## config.mk

```make
export PLATFORM = sky130hd
export DESIGN_NAME = tsg_timing_gen
export DESIGN_NICKNAME = d
export VERILOG_FILES = /design/src/rtl/tsg_pkg.sv /design/src/rtl/tsg_counter.sv /design/src/rtl/tsg_clk_div.sv /design/src/rtl/tsg_slot_decode.sv /design/src/rtl/tsg_timing_gen.sv
export SDC_FILE = /design/constraint.sdc
export NUM_CORES = 1
export LEC_CHECK = 0
export BUFFER_PORTS_ARGS = -buffer_cell sky130_fd_sc_hd__buf_2
export CORE_AREA = 3 3 40 42
export CTS_CLUSTER_DIAMETER = 120
export DETAILED_ROUTE_END_ITERATION = 6
export DIE_AREA = 0 0 43 45
export PLACE_DENSITY_LB_ADDON = 0.12
export SLEW_MARGIN = 30
export SYNTH_ARGS = -nofsm -noshare
export SYNTH_HDL_FRONTEND = slang
export SYNTH_SLANG_ARGS = --single-unit
```

## constraint.sdc

```tcl
create_clock -name clk_i -period 2.25 [get_ports clk_i]
set_input_delay 0.1125 -clock clk_i [delete_from_list [all_inputs] [get_ports clk_i]]
set_output_delay 0.1125 -clock clk_i [all_outputs]
set_load 0.05 [all_outputs]
```

## src/rtl/tsg_pkg.sv

```systemverilog
package tsg_pkg;

    // Counter geometry: one period = 2**TSG_CNT_W master clocks
    localparam int TSG_CNT_W     = 5;
    localparam int TSG_STATE_W   = 2;
    localparam int TSG_POS_W     = TSG_CNT_W - 1 - TSG_STATE_W;
    localparam int TSG_DIV_N     = 4;
    localparam int TSG_CPU_BIT   = 1;
    localparam int TSG_LATCH_LEN = 2;

    typedef enum logic [TSG_STATE_W-1:0] {
        ST_T1 = 2'd0,
        ST_T2 = 2'd1,
        ST_T3 = 2'd2,
        ST_T4 = 2'd3
    } tsg_state_e;

    localparam tsg_state_e TSG_LATCH_STATE = ST_T3;

    typedef struct packed {
        logic       cpu_slot;
        logic       addr_cpu;
        tsg_state_e state;
        logic       latch;
        logic       byte_hi;
    } tsg_timing_t;

    localparam tsg_timing_t TSG_TIMING_RST = '{
        cpu_slot: 1'b0, addr_cpu: 1'b0, state: ST_T1, latch: 1'b0, byte_hi: 1'b0
    };

    // Decode the slot, state and strobe fields from a count value
    function automatic tsg_timing_t decode_timing(input logic [TSG_CNT_W-1:0] c);
        tsg_timing_t t;
        logic [TSG_POS_W-1:0] pos;
        pos        = c[TSG_POS_W-1:0];
        t.cpu_slot = c[TSG_CNT_W-1];
        t.addr_cpu = c[TSG_CNT_W-1];
        t.state    = tsg_state_e'(c[TSG_CNT_W-2:TSG_POS_W]);
        t.latch    = !c[TSG_CNT_W-1] && (t.state == TSG_LATCH_STATE)
                     && (int'(pos) < TSG_LATCH_LEN);
        t.byte_hi  = t.latch && (int'(pos) >= TSG_LATCH_LEN / 2);
        return t;
    endfunction

endpackage

```

## src/rtl/tsg_counter.sv

```systemverilog
module tsg_counter
    import tsg_pkg::*;
#(
    parameter int CNT_W = TSG_CNT_W
) (
    input  logic             clk_i,
    input  logic             rst_i,
    output logic [CNT_W-1:0] cnt_next_o
);

    logic [CNT_W-1:0] cnt_q;

    always_comb begin
        cnt_next_o = rst_i ? '0 : cnt_q + 1'b1;
    end

    always_ff @(posedge clk_i) begin
        cnt_q <= cnt_next_o;
    end

    // free-running count steps by one outside reset
    assert_cnt_step_R2: assert property (@(posedge clk_i) disable iff (rst_i)
        1'b1 |=> (cnt_q == $past(cnt_q) + 1'b1));

endmodule

```

## src/rtl/tsg_clk_div.sv

```systemverilog
module tsg_clk_div
    import tsg_pkg::*;
#(
    parameter int DIV_N   = TSG_DIV_N,
    parameter int CPU_BIT = TSG_CPU_BIT
) (
    input  logic             clk_i,
    input  logic             rst_i,
    input  logic [DIV_N-1:0] cnt_next_i,
    output logic [DIV_N-1:0] div_o,
    output logic             cpu_clk_o,
    output logic             cpu_clk_n_o
);

    for (genvar k = 0; k < DIV_N; k++) begin : g_div
        always_ff @(posedge clk_i) begin
            div_o[k] <= rst_i ? 1'b0 : cnt_next_i[k];
        end
    end

    // Two separate flops form the complementary CPU clock pair
    always_ff @(posedge clk_i) begin
        if (rst_i) begin
            cpu_clk_o   <= 1'b0;
            cpu_clk_n_o <= 1'b1;
        end else begin
            cpu_clk_o   <= cnt_next_i[CPU_BIT];
            cpu_clk_n_o <= ~cnt_next_i[CPU_BIT];
        end
    end

    // the half-rate output toggles on every master edge
    assert_half_rate_toggle_R2: assert property (@(posedge clk_i) disable iff (rst_i)
        1'b1 |=> (div_o[0] != $past(div_o[0])));

    // CPU clock pair never overlaps
    assert_cpu_pair_R8: assert property (@(posedge clk_i) disable iff (rst_i)
        1'b1 |=> (cpu_clk_n_o == ~cpu_clk_o));

endmodule

```

## src/rtl/tsg_slot_decode.sv

```systemverilog
module tsg_slot_decode
    import tsg_pkg::*;
#(
    parameter int CNT_W = TSG_CNT_W
) (
    input  logic             clk_i,
    input  logic             rst_i,
    input  logic [CNT_W-1:0] cnt_next_i,
    output tsg_timing_t      timing_o
);

    tsg_timing_t timing_d;

    always_comb begin
        timing_d = decode_timing(cnt_next_i);
    end

    always_ff @(posedge clk_i) begin
        if (rst_i) timing_o <= TSG_TIMING_RST;
        else       timing_o <= timing_d;
    end

    // strobe only in the video slot
    assert_latch_in_video_R6: assert property (@(posedge clk_i) disable iff (rst_i)
        timing_o.latch |-> !timing_o.cpu_slot);

    // strobe starts in T3 with the high byte selected
    assert_latch_start_R6: assert property (@(posedge clk_i) disable iff (rst_i)
        $rose(timing_o.latch) |-> (timing_o.state == TSG_LATCH_STATE) && !timing_o.byte_hi);

    // byte select only inside the strobe
    assert_byte_in_latch_R7: assert property (@(posedge clk_i) disable iff (rst_i)
        timing_o.byte_hi |-> timing_o.latch);

    // state changes advance by one
    assert_state_step_R5: assert property (@(posedge clk_i) disable iff (rst_i)
        (!$stable(timing_o.state) && timing_o.state != ST_T1)
            |-> (timing_o.state == tsg_state_e'($past(timing_o.state) + 2'd1)));

    // a new slot always begins in T1
    assert_slot_start_R3: assert property (@(posedge clk_i) disable iff (rst_i)
        !$stable(timing_o.cpu_slot) |-> (timing_o.state == ST_T1));

endmodule

```

## src/rtl/tsg_timing_gen.sv

```systemverilog
module tsg_timing_gen
    import tsg_pkg::*;
(
    input  logic                 clk_i,
    input  logic                 rst_i,
    output logic [TSG_DIV_N-1:0] div_o,
    output logic                 slot_cpu_o,
    output logic                 addr_sel_o,
    output logic [1:0]           state_o,
    output logic                 latch_o,
    output logic                 byte_hi_o,
    output logic                 cpu_clk_o,
    output logic                 cpu_clk_n_o
);

    logic [TSG_CNT_W-1:0] cnt_next;
    tsg_timing_t          timing;

    tsg_counter #(.CNT_W(TSG_CNT_W)) u_counter (
        .clk_i      (clk_i),
        .rst_i      (rst_i),
        .cnt_next_o (cnt_next)
    );

    tsg_clk_div #(.DIV_N(TSG_DIV_N), .CPU_BIT(TSG_CPU_BIT)) u_clk_div (
        .clk_i       (clk_i),
        .rst_i       (rst_i),
        .cnt_next_i  (cnt_next[TSG_DIV_N-1:0]),
        .div_o       (div_o),
        .cpu_clk_o   (cpu_clk_o),
        .cpu_clk_n_o (cpu_clk_n_o)
    );

    tsg_slot_decode #(.CNT_W(TSG_CNT_W)) u_slot_decode (
        .clk_i      (clk_i),
        .rst_i      (rst_i),
        .cnt_next_i (cnt_next),
        .timing_o   (timing)
    );

    assign slot_cpu_o = timing.cpu_slot;
    assign addr_sel_o = timing.addr_cpu;
    assign state_o    = timing.state;
    assign latch_o    = timing.latch;
    assign byte_hi_o  = timing.byte_hi;

    // the address select follows the slot indicator
    assert_addr_sel_R4: assert property (@(posedge clk_i) disable iff (rst_i)
        1'b1 |=> (addr_sel_o == slot_cpu_o));

endmodule

```

-- Yosys cells after proc, flatten, opt, wreduce, memory -nomap -nowiden
Index checks and enable logic that the tools add are counted.
- word-level logic and storage cells: 20
- bits of input ports: 2
- register bits: 15
- output and inout port bits: 12
- bitwise operators: 1
- muxes and demuxes: 1
- magnitude comparators: 2
- eq/ne operators: 1
- reductions and logical operators: 4
- $add $sub $neg: 1
- operators with widths (kind ; number):
    adder 5 x 1 -> 5 bit (second input constant) ; 1
    two-way mux 5 bit ; 1
    logical AND 1 bit ; 3
    equality test 2 bit (second input constant) ; 1
    greater-or-equal comparator 2 x 1 -> 1 bit (second input constant) ; 1
    < comparator 2 bit (second input constant) ; 1
    zero test 1 bit ; 1
    inverter 1 bit ; 1

-- Logic depth before layout (Yosys ltp)
Gate-level depths: netlist of the first run.
- depth in word-level cells: 6
- gate-level depth with buffers: 4
- gate-level depth less buffers: 4

-- By module
From an unflattened synthesis of the first run, not the netlist that was laid out.
- cell total of the unflattened synthesis: 42
- area, all modules: 511.7 µm²
- by module, submodules not included (module ; cells an instance ; area an instance (µm²) ; times used):
    tsg_counter ; 18 ; 195.2 ; 1
    tsg_slot_decode ; 13 ; 177.7 ; 1
    tsg_clk_div ; 11 ; 138.9 ; 1

-- Worst setup path before layout of the first run
OpenSTA, ideal clock, no wires.
- kind: register to register
- from: register u_counter.cnt_q[0]
- to: register u_slot_decode.timing_o[1] in the netlist's numbering
- data required time: 2.123 ns
- library setup time: 0.127 ns
- arrival: 0.999 ns
- slack: 1.123 ns
- buffers on the path: 0
- cell stages (with the launch flop): 5
- cells stage by stage: dfxtp_1 > ha_1 > and3b_1 > o21bai_1 > a211oi_2
- longest elaborated chain between the ends: 5
- RTL lines (what ; line ; text):
    start: declaration ; tsg_counter.sv:11 ; logic [CNT_W-1:0] cnt_q;
    start signal: assignment ; tsg_counter.sv:18 ; cnt_q <= cnt_next_o;
    adder 5 x 1 -> 5 bit * ; tsg_counter.sv:14 ; cnt_next_o = rst_i ? '0 : cnt_q + 1'b1;
    two-way mux 5 bit * ; tsg_counter.sv:14 ;
    equality test 2 bit or zero test 1 bit (tied branches) ; tsg_pkg.sv:40 ; t.latch = !c[TSG_CNT_W-1] && (t.state == TSG_LATCH_STATE)
    logical AND 1 bit ; tsg_pkg.sv:40 ;
    logical AND 1 bit * ; tsg_pkg.sv:41 ; && (int'(pos) < TSG_LATCH_LEN);
    end signal: assignment ; tsg_slot_decode.sv:20 ; else timing_o <= timing_d;
    end: declaration ; tsg_slot_decode.sv:9 ; output tsg_timing_t timing_o
Mark *: on every way between the ends. The rest lies on a longest branch, timed or not.
A chain may end at the register's enable or synchronous reset.

-- Final worst setup path of the first run
Ends and elaborated chain as after synthesis.

==> impl_metrics.csv, run 1 <==
group,metric,value,unit
status,outcome,"complete, no violations",
clock_network,post_cts_buffers,0,
setup_path,crit_chain,"ha_1 > and3b_1 > o21bai_1 > a211oi_2",
sta,rsz0062_at_grt,"false",
setup_path,cp.required,2.41,ns
global_route,grt_pass1_vias,306,
routing,first_pass_iters,4,
logic_synthesis,ys_seq_area_frac,0.5561,
routing,viasPerCell,4.563,
routing,wire_per_inst,10.28,um
global_route,antenna_found_initial,0,
finish,nNetsFinal,60,
logic_synthesis,synth_seq_cells,13,
finish,n_antenna_cell,0,
clock_network,clkLatencyLatePin,0.28,ns
routing,drc,0,
clock_network,numCtsBuffers,3,
sta,max_slew_margin,0.8111,
floorplanning,dieArea,1935,um^2
place,postPlaceCellArea,510.5,um^2
sta,setup_violations,0,
place,gp_congestion,0.7136,
finish,fin_cells,71,
clock_network,clkTransAtPathRegs,0.07,ns
setup_path,critical_path_buf_inv_count,0,
pwr,ir_drop,0.0003718,V
setup_path,cp_max_fo,5,
routing,drt_iter0_drc,1,
finish,final_cell_mix,"13 x buf_2, 13 x dfxtp_1, 8 x nor2_1",
sta,finalCritPeriodShare,0.5331,
logic_synthesis,ys_types,18,
clock_network,cts_root_buffer,"clkbuf_4",
global_route,grt_pass1_wl,1228,um
routing,vias,324,
floorplanning,io_pins,14,
sta,fin_skew,0.001447,ns
sta,hold_viol_final,0,
flow_run,maxCapViolCount,0,
floorplanning,rows,13,
setup_path,critPathLaunchType,"register",
logic_synthesis,syn-instance-count,44,
setup_path,cp-end-kind,"register",
logic_synthesis,synth.cell_area,467.9,um^2
sta,fmax,833.7,MHz
clock_network,cts.sinks,13,
finish,drive_gt1_frac,0.3214,
sta,period_minus_slack,1.199,ns
pwr,cellLeakagePower,0.2731,nW
setup_path,path_delay_family,"flip-flops",
global_route,grt_overflow,0,
pwr,pwr_density_cell,852.2,nW/um^2
floorplanning,initial_core_util,0.3642,
sta,worstMarginPinSlew,0.2796,ns
floorplanning,core_area,1285,um^2
clock_network,cts_buffer_depth,2,
floorplanning,die_w,43,um
setup_path,max_stage_delay,0.34,ns
routing,wl,730,um
clock_network,htreeDepth,1,
finish,area_growth,14.71,%
logic_synthesis,yosys_warnings,0,
logic_synthesis,syn_nets,47,
setup_path,slowest_stage,"dfxtp_1",
clock_network,post_cts_resized,0,
clock_network,cts_tree,"built",
finish,postLayoutCellArea,536.8,um^2
clock_network,cts_hold_buffers,0,
place,dpl.hpwl,527.4,um
place,dp_cells,67,
sta,setup_slack,1.051,ns
logic_synthesis,synth_area_per_cell,10.64,um^2
global_route,grtUsageTotal,0.09304,
routing,ant_nets,0,
place,port_buffers,13,
setup_path,arrival,1.36,ns
floorplanning,dieHeight,45,um
sta,setup_tns,0,ns
setup_path,worstSetupPathType,"register to register",
place,dp_slack,1.058,ns
global_route,grt_max_degree,12,
sta,maxSlewViolCount,0,
worst_hold_path,hold_class,"primary input to register",
[metal layers]
layer  global-route usage  wire length, um  vias to the layer above
met4              0.07229               18                        0
met5                    0                0                        -
met2               0.1287              289                       20
li1                     -                -                      162
met3              0.06375              106                        4
met1              0.09828              315                      138
[cells in the mapped netlist]
master	instances	area, um^2
dfxtp_1	13	260.3
nor2_1	8	30.03
buf_4	4	30.03
inv_1	3	11.26
and2b_1	2	15.01
nand3_1	2	10.01
a211oi_2	1	12.51
a21oi_1	1	5.000
a41oi_1	1	8.760
and3b_1	1	8.760
buf_6	1	11.26
ha_1	1	12.51
mux2i_2	1	13.76
nand3b_1	1	7.510
nor2b_1	1	6.260
o21bai_1	1	7.510
xnor2_1	1	8.760
xor2_1	1	8.760
[cell type report]
class / instances / area [um^2]
flip-flops and latches: 13 / 260.3
clock buffers: 4 / 26.28
repair buffers: 13 / 65.06
multi-input cells: 23 / 155.1
fillers: 130 / 748.2
well taps: 15 / 18.77
inverters: 3 / 11.26
[registers in the layout, summed over array words and instances (netlist names)]
register,flops
u_clk_div.cpu_clk_n_o,1
u_clk_div.div_o,3
u_counter.cnt_q,5
u_slot_decode.timing_o,4
[path summary, 6_finish.rpt]
path | startpoint | end | slack, ns | depth (start not counted)
max | u_counter.cnt_q[0] | u_slot_decode.timing_o[1] | 1.05 | 4
min | rst_i | u_clk_div.div_o[1] | 0.14 | 2
max reg2reg | u_counter.cnt_q[0] | u_slot_decode.timing_o[1] | 1.05 | 4
min reg2reg | u_counter.cnt_q[0] | u_clk_div.div_o[0] | 0.46 | 1
[logic make-up (layout without fill, tap and decap cells)]
group | count (synthesis) | count (layout) | share of synthesized area
compound gates | 4 | 4 | 0.07219
xor+xnor | 2 | 2 | 0.03744
fa+ha+maj | 1 | 1 | 0.02673
buf+inv | 8 | 20 | 0.1123
flops | 13 | 13 | 0.5562
mux | 1 | 1 | 0.02940
simple gates | 15 | 15 | 0.1658
[worst register-to-register path, stage by stage (launching register included)]
cell and delay [ns]:
dfxtp_1 0.34, ha_1 0.26, and3b_1 0.20, o21bai_1 0.20, a211oi_2 0.09
[power by group]
part	internal, mW	switching, mW	leakage, nW	total, mW
Clock	0.0688	0.0730	0.0150	0.142
Sequential	0.241	0.00601	0.106	0.247
Combinational	0.0171	0.0512	0.152	0.0684
Total	0.327	0.130	0.273	0.457
[metrics by stage]
step	power (mW)	hold WS, ns	util
final	0.4574	0.1352	0.4177
after global routing	0.4837	0.1512	0.4177
after CTS	0.4691	0.1313	0.4177
after detailed placement	0.3219	0.4278	0.3973
after global placement	0.3224	0.4283	0.3973
after floorplan	0.3134	0.3022	-
No activity file was read; power rests on OpenSTA's default activity.
==> run 2: changes to the inputs <==
==> constraint.sdc (replaced) <==
create_clock -name clk_i -period 1.2 [get_ports clk_i]
set_input_delay 0.06 -clock clk_i [delete_from_list [all_inputs] [get_ports clk_i]]
set_output_delay 0.06 -clock clk_i [all_outputs]
set_load 0.05 [all_outputs]
==> run 2 against run 1 <==
Against the previous run: cell area rose by 2.6%; wire length rose by 4.8%; clock skew rose by 0.00054 ns; highest routed layer unchanged; sequential power rose by 87%; total power rose by 89%; non-clock buffer count rose by 1.
==> impl_metrics.csv, run 2 (synthesis gave the netlist of run 1 again) <==
group,metric,value,unit
global_route,grt_overflow,0,
sta,finalCritPeriodShare,0.9002,
setup_path,critPathLaunchType,"register",
clock_network,cts_root_buffer,"clkbuf_4",
place,port_buffers,13,
place,postPlaceCellArea,518.0,um^2
finish,area_growth,17.65,%
worst_hold_path,hold_class,"primary input to register",
finish,largest_register_ffs,5,
finish,drive_gt1_frac,0.3684,
routing,wl,765,um
finish,seqCellArea,260.3,um^2
pwr,ir_drop,0.0005559,V
clock_network,htreeDepth,1,
sta,rsz0062_at_grt,"false",
global_route,grtUsageTotal,0.09631,
finish,num-fill-cells,140,
pwr,pwr_density_cell,1569,nW/um^2
setup_path,cp-end-kind,"register",
finish,multiInputGateArea,161.4,um^2
floorplanning,initial_core_util,0.3642,
global_route,grt_pass1_wl,1276,um
routing,first_pass_iters,2,
clock_network,numCtsBuffers,3,
sta,hold_viol_final,0,
setup_path,arrival,1.24,ns
floorplanning,core_area,1285,um^2
routing,ant_nets,0,
clock_network,clkTransAtPathRegs,0.08,ns
sta,fin_skew,0.001983,ns
place,dp_cells,68,
setup_path,slowest_stage,"dfxtp_1",
global_route,antenna_found_initial,0,
sta,worst_hold_slack,0.09505,ns
sta,max_slew_margin,0.8314,
routing,vias,316,
finish,fin_cells,72,
setup_path,path_delay_family,"flip-flops",
routing,drc,0,
finish,final_cell_mix,"13 x buf_2, 13 x dfxtp_1, 8 x nor2_1",
status,outcome,"complete, no violations",
floorplanning,die_w,43,um
finish,top_register,"u_counter.cnt_q",
sta,setup_tns,0,ns
flow_run,maxCapViolCount,0,
setup_path,crit_chain,"ha_2 > and3b_1 > o21bai_2 > a211oi_2",
finish,finish.utilization,0.4284,
global_route,grt_max_degree,12,
routing,viasPerCell,4.389,
clock_network,cts_tree,"built",
finish,n_antenna_cell,0,
floorplanning,dieHeight,45,um
clock_network,cts_buffer_depth,2,
routing,drt_iter0_drc,4,
clock_network,clkLatencyLatePin,0.27,ns
global_route,grt_pass1_vias,298,
routing,wire_per_inst,10.63,um
sta,setup_violations,0,
finish,nNetsFinal,61,
floorplanning,rows,13,
setup_path,max_stage_delay,0.32,ns
setup_path,worstSetupPathType,"register to register",
place,gp_congestion,0.6798,
sta,fmax,925.7,MHz
sta,period_minus_slack,1.080,ns
floorplanning,dieArea,1935,um^2
pwr,cellLeakagePower,0.2821,nW
setup_path,cp.required,1.36,ns
sta,maxSlewViolCount,0,
finish,reg.largest.list,"u_counter.cnt_q (5), u_slot_decode.timing_o (4), u_clk_div.div_o (3)",
sta,worstMarginPinSlew,0.2480,ns
setup_path,critical_path_buf_inv_count,0,
clock_network,cts.sinks,13,
setup_path,cp_max_fo,5,
floorplanning,io_pins,14,
finish,postLayoutCellArea,550.5,um^2
-- run 2: worst register-to-register path, cell delays in order (launching register included) --
cell      delay, ns
dfxtp_1        0.32
ha_2           0.21
and3b_1        0.19
o21bai_2       0.17
a211oi_2       0.08
-- run 2: final timing paths --
path	from	endpoint	cells after the start	slack [ns]
hold reg to reg	u_counter.cnt_q[0]	u_clk_div.div_o[0]	2	0.53
setup / recovery	u_counter.cnt_q[0]	u_slot_decode.timing_o[1]	4	0.12
hold / removal	rst_i	u_clk_div.div_o[0]	2	0.1
setup reg to reg	u_counter.cnt_q[0]	u_slot_decode.timing_o[1]	4	0.12
-- run 2: routing by layer --
layer / GRT usage / up-vias / wire length (um)
li1: - / 166 / -
met1: 0.1176 / 135 / 354
met2: 0.1138 / 13 / 322
met3: 0.04382 / 2 / 74
met4: 0.1084 / 0 / 14
met5: 0 / - / 0
-- run 2: cell type report --
cell class                 count  area share
sequential                    13      0.4727
clock buffer                   4     0.04773
timing repair buffer          14      0.1318
inverter                       3     0.02045
multi-input combinational     23      0.2932
tap                           15     0.03409
-- run 2: stage by stage --
stage,power [mW],setup WS (ns)
after global placement,0.6075,0.04769
after global routing,0.9169,0.05191
after floorplan,0.5876,0.07329
final,0.8639,0.1198
after CTS,0.8766,0.01299
after detailed placement,0.6081,0.02741
-- run 2: where the power goes --
group,internal (mW),switching [mW]
logic,0.0369,0.0994
clock network,0.129,0.136
registers,0.452,0.0107
total,0.618,0.246
-- run 2: timing repair --
item	4_1_cts	5_1_grt
gates resized for setup	0	2
setup endpoints to repair	0	2
hold buffers	0	0
setup buffers	0	0
==> run 3: changes to the inputs <==
--- a/config.mk
+++ b/config.mk
@@ -5,6 +5,7 @@
 export SDC_FILE = /design/constraint.sdc
 export NUM_CORES = 1
 export LEC_CHECK = 0
+export ABC_AREA = 1
 export BUFFER_PORTS_ARGS = -buffer_cell sky130_fd_sc_hd__buf_2
 export CORE_AREA = 3 3 40 42
 export CTS_CLUSTER_DIAMETER = 120
==> run 3 against run 2 <==
Against the previous run: combinational power decreased by 4%; global-route usage decreased by 1.9 points; worst setup slack got worse by 0.034 ns; highest routed layer is now met3; largest power group unchanged; largest cell class unchanged; critical path depth increased by 2; register-to-register slack got worse by 0.03 ns; synthesized cell count increased by 11%; critical path type unchanged.
==> impl_metrics.csv, run 3 <==
group,metric,value,unit
status,outcome,"complete, no violations",
finish,reg.largest.list,"u_counter.cnt_q (5), u_slot_decode.timing_o (4), u_clk_div.div_o (3)",
pwr,clkPwrFrac,0.306,
routing,drc,0,
logic_synthesis,synth_area_per_cell,9.422,um^2
finish,final_cell_mix,"13 x buf_2, 13 x dfxtp_1, 8 x nor2_1",
worst_hold_path,hold_class,"primary input to register",
setup_path,cp_max_fo,2,
sta,setup_violations,0,
finish,drive_gt1_frac,0.4844,
finish,largest_register_ffs,5,
global_route,grt_overflow,0,
setup_path,path_delay_family,"flip-flops",
pwr,netSwitchingPower,0.2408,mW
routing,vias,319,
logic_synthesis,synth_seq_cells,13,
floorplanning,initial_core_util,0.3593,
logic_synthesis,synthTopCellsByCount,"13 x dfxtp_1, 9 x nor2_1, 7 x inv_1",
logic_synthesis,yosys_warnings,0,
setup_path,cp.required,1.37,ns
routing,first_pass_iters,2,
place,dp_slack,0.07718,ns
sta,worst_hold_slack,0.008793,ns
global_route,grtUsageTotal,0.07692,
floorplanning,die_w,43,um
sta,max_slew_margin,0.8341,
clock_network,cts_root_buffer,"clkbuf_4",
setup_path,slowest_stage,"dfxtp_1",
sta,setup_tns,0,ns
logic_synthesis,ys_types,13,
floorplanning,dieHeight,45,um
pwr,ir_drop,0.0006635,V
global_route,grt_pass1_vias,265,
pwr,pwr-share-seq,0.541,
routing,drt_iter0_drc,2,
pwr,p_comb_frac,0.152,
global_route,grt_max_degree,8,
finish,area_growth,21.68,%
setup_path,critical_path_buf_inv_count,2,
routing,ant_nets,0,
sta,setup_slack,0.08589,ns
setup_path,arrival,1.28,ns
sta,fin_skew,0.002605,ns
floorplanning,io_pins,14,
sta,hold_viol_final,0,
clock_network,cts_buffer_depth,2,
sta,period_minus_slack,1.114,ns
setup_path,cp-end-kind,"register",
clock_network,clkTransAtPathRegs,0.08,ns
routing,wl,672,um
logic_synthesis,async_flop_share,0,
floorplanning,rows,13,
setup_path,worstSetupPathType,"register to register",
place,dpl.hpwl,544.7,um
setup_path,critPathLaunchType,"register",
clock_network,cts.sinks,13,
finish,nNetsFinal,68,
clock_network,htreeDepth,1,
logic_synthesis,synth_top_area_cell,"dfxtp_1",
clock_network,numCtsBuffers,3,
logic_synthesis,synth_top_area_share,0.5637,
logic_synthesis,synth.top_cells.by_area,"dfxtp_1 56%, nor2_1 7.3%, nand3_2 6.5%",
logic_synthesis,ys.flop_type,"dfxtp_1",
routing,viasPerCell,4.038,
place,port_buffers,13,
clock_network,post_cts_buffers,0,
logic_synthesis,syn-instance-count,49,
finish,n_antenna_cell,0,
clock_network,cts_tree,"built",
flow_run,maxCapViolCount,0,
logic_synthesis,syn_nets,52,
finish,top_register,"u_counter.cnt_q",
routing,wire_per_inst,8.506,um
pwr,switching_share,0.2819,
floorplanning,core_area,1285,um^2
global_route,grt_pass1_wl,1069,um
pwr,pwr_density_cell,1520,nW/um^2
global_route,antenna_found_initial,0,
logic_synthesis,synth.most_common_cell,"dfxtp_1",
clock_network,cts_hold_buffers,0,
setup_path,crit_chain,"ha_2 > inv_1 > nor2_1 > nor2_1 > nand3_2 > inv_1",
sta,worstMarginPinSlew,0.2506,ns
sta,maxSlewViolCount,0,
logic_synthesis,synth_edf_count,0,
floorplanning,dieArea,1935,um^2
clock_network,clkLatencyLatePin,0.27,ns
finish,num-fill-cells,146,
logic_synthesis,synth.cell_area,461.7,um^2
clock_network,post_cts_resized,0,
setup_path,max_stage_delay,0.33,ns
pwr,cellLeakagePower,0.2960,nW
sta,finalCritPeriodShare,0.9284,
pwr,intPower,0.6133,mW
logic_synthesis,ys_seq_area_frac,0.5637,
sta,fmax,897.6,MHz
place,gp_congestion,0.6969,
## run 3: changes by cell type after synthesis, sizes merged, moves of 2 or more
| cell | delta |
|---|---|
| inv | +6 |
| nand2 | +5 |
| nor2 | +4 |
| and2b | -2 |
| nand3 | +2 |
## run 3: through the flow
step	utilization	std cells	area [um^2]	power, mW
after floorplan	-	49	461.7	0.5742
after global placement	0.4129	75	530.5	0.6017
after detailed placement	0.4129	75	530.5	0.6020
after CTS	0.4333	79	556.8	0.8688
after global routing	0.4372	79	561.8	0.9091
final	0.4372	79	561.8	0.8541
## run 3: metal layers
metal | share of wire | vias to the layer above | routed length (um) | track usage
li1 | - | 173 | - | -
met1 | 0.44 | 138 | 297 | 0.09268
met2 | 0.48 | 8 | 321 | 0.1168
met3 | 0.079 | 0 | 53 | 0.02390
met4 | 0 | 0 | 0 | 0.05422
met5 | 0 | - | 0 | 0
## run 3: path summary, 6_finish.rpt
kind | from | to | slack, ns | cells after the start
min reg2reg | u_counter.cnt_q[0] | u_clk_div.div_o[0] | 0.53 | 2
max | u_counter.cnt_q[1] | u_slot_decode.timing_o[1] | 0.09 | 6
min | rst_i | u_clk_div.div_o[0] | 0.009 | 2
max reg2reg | u_counter.cnt_q[1] | u_slot_decode.timing_o[1] | 0.09 | 6
## run 3: power by group through the flow
stage	Combinational, mW	Sequential, mW	Clock, mW
3_3_place_gp	0.130	0.471	0
3_5_place_dp	0.130	0.472	0
6_report	0.130	0.462	0.261
2_1_floorplan	0.0575	0.517	0
5_1_grt	0.139	0.464	0.306
4_1_cts	0.130	0.462	0.277
## run 3: area by class of cell
cell class              count  area (um^2)  area share
multi-input cells          23        142.6      0.2539
clock buffers               4        26.28     0.04677
well taps                  15        18.77     0.03341
repair buffers             15        80.08      0.1425
flip-flops and latches     13        260.3      0.4633
inverters                   9        33.78     0.06013
## run 3: cell families (layout without fill, tap and decap cells)
family	count (synthesis)	in the layout	synth area share
buffers and inverters	13	28	0.1382
DFF	13	13	0.5637
and+or+nand+nor	22	22	0.2710
adders and majority gates	1	1	0.02710
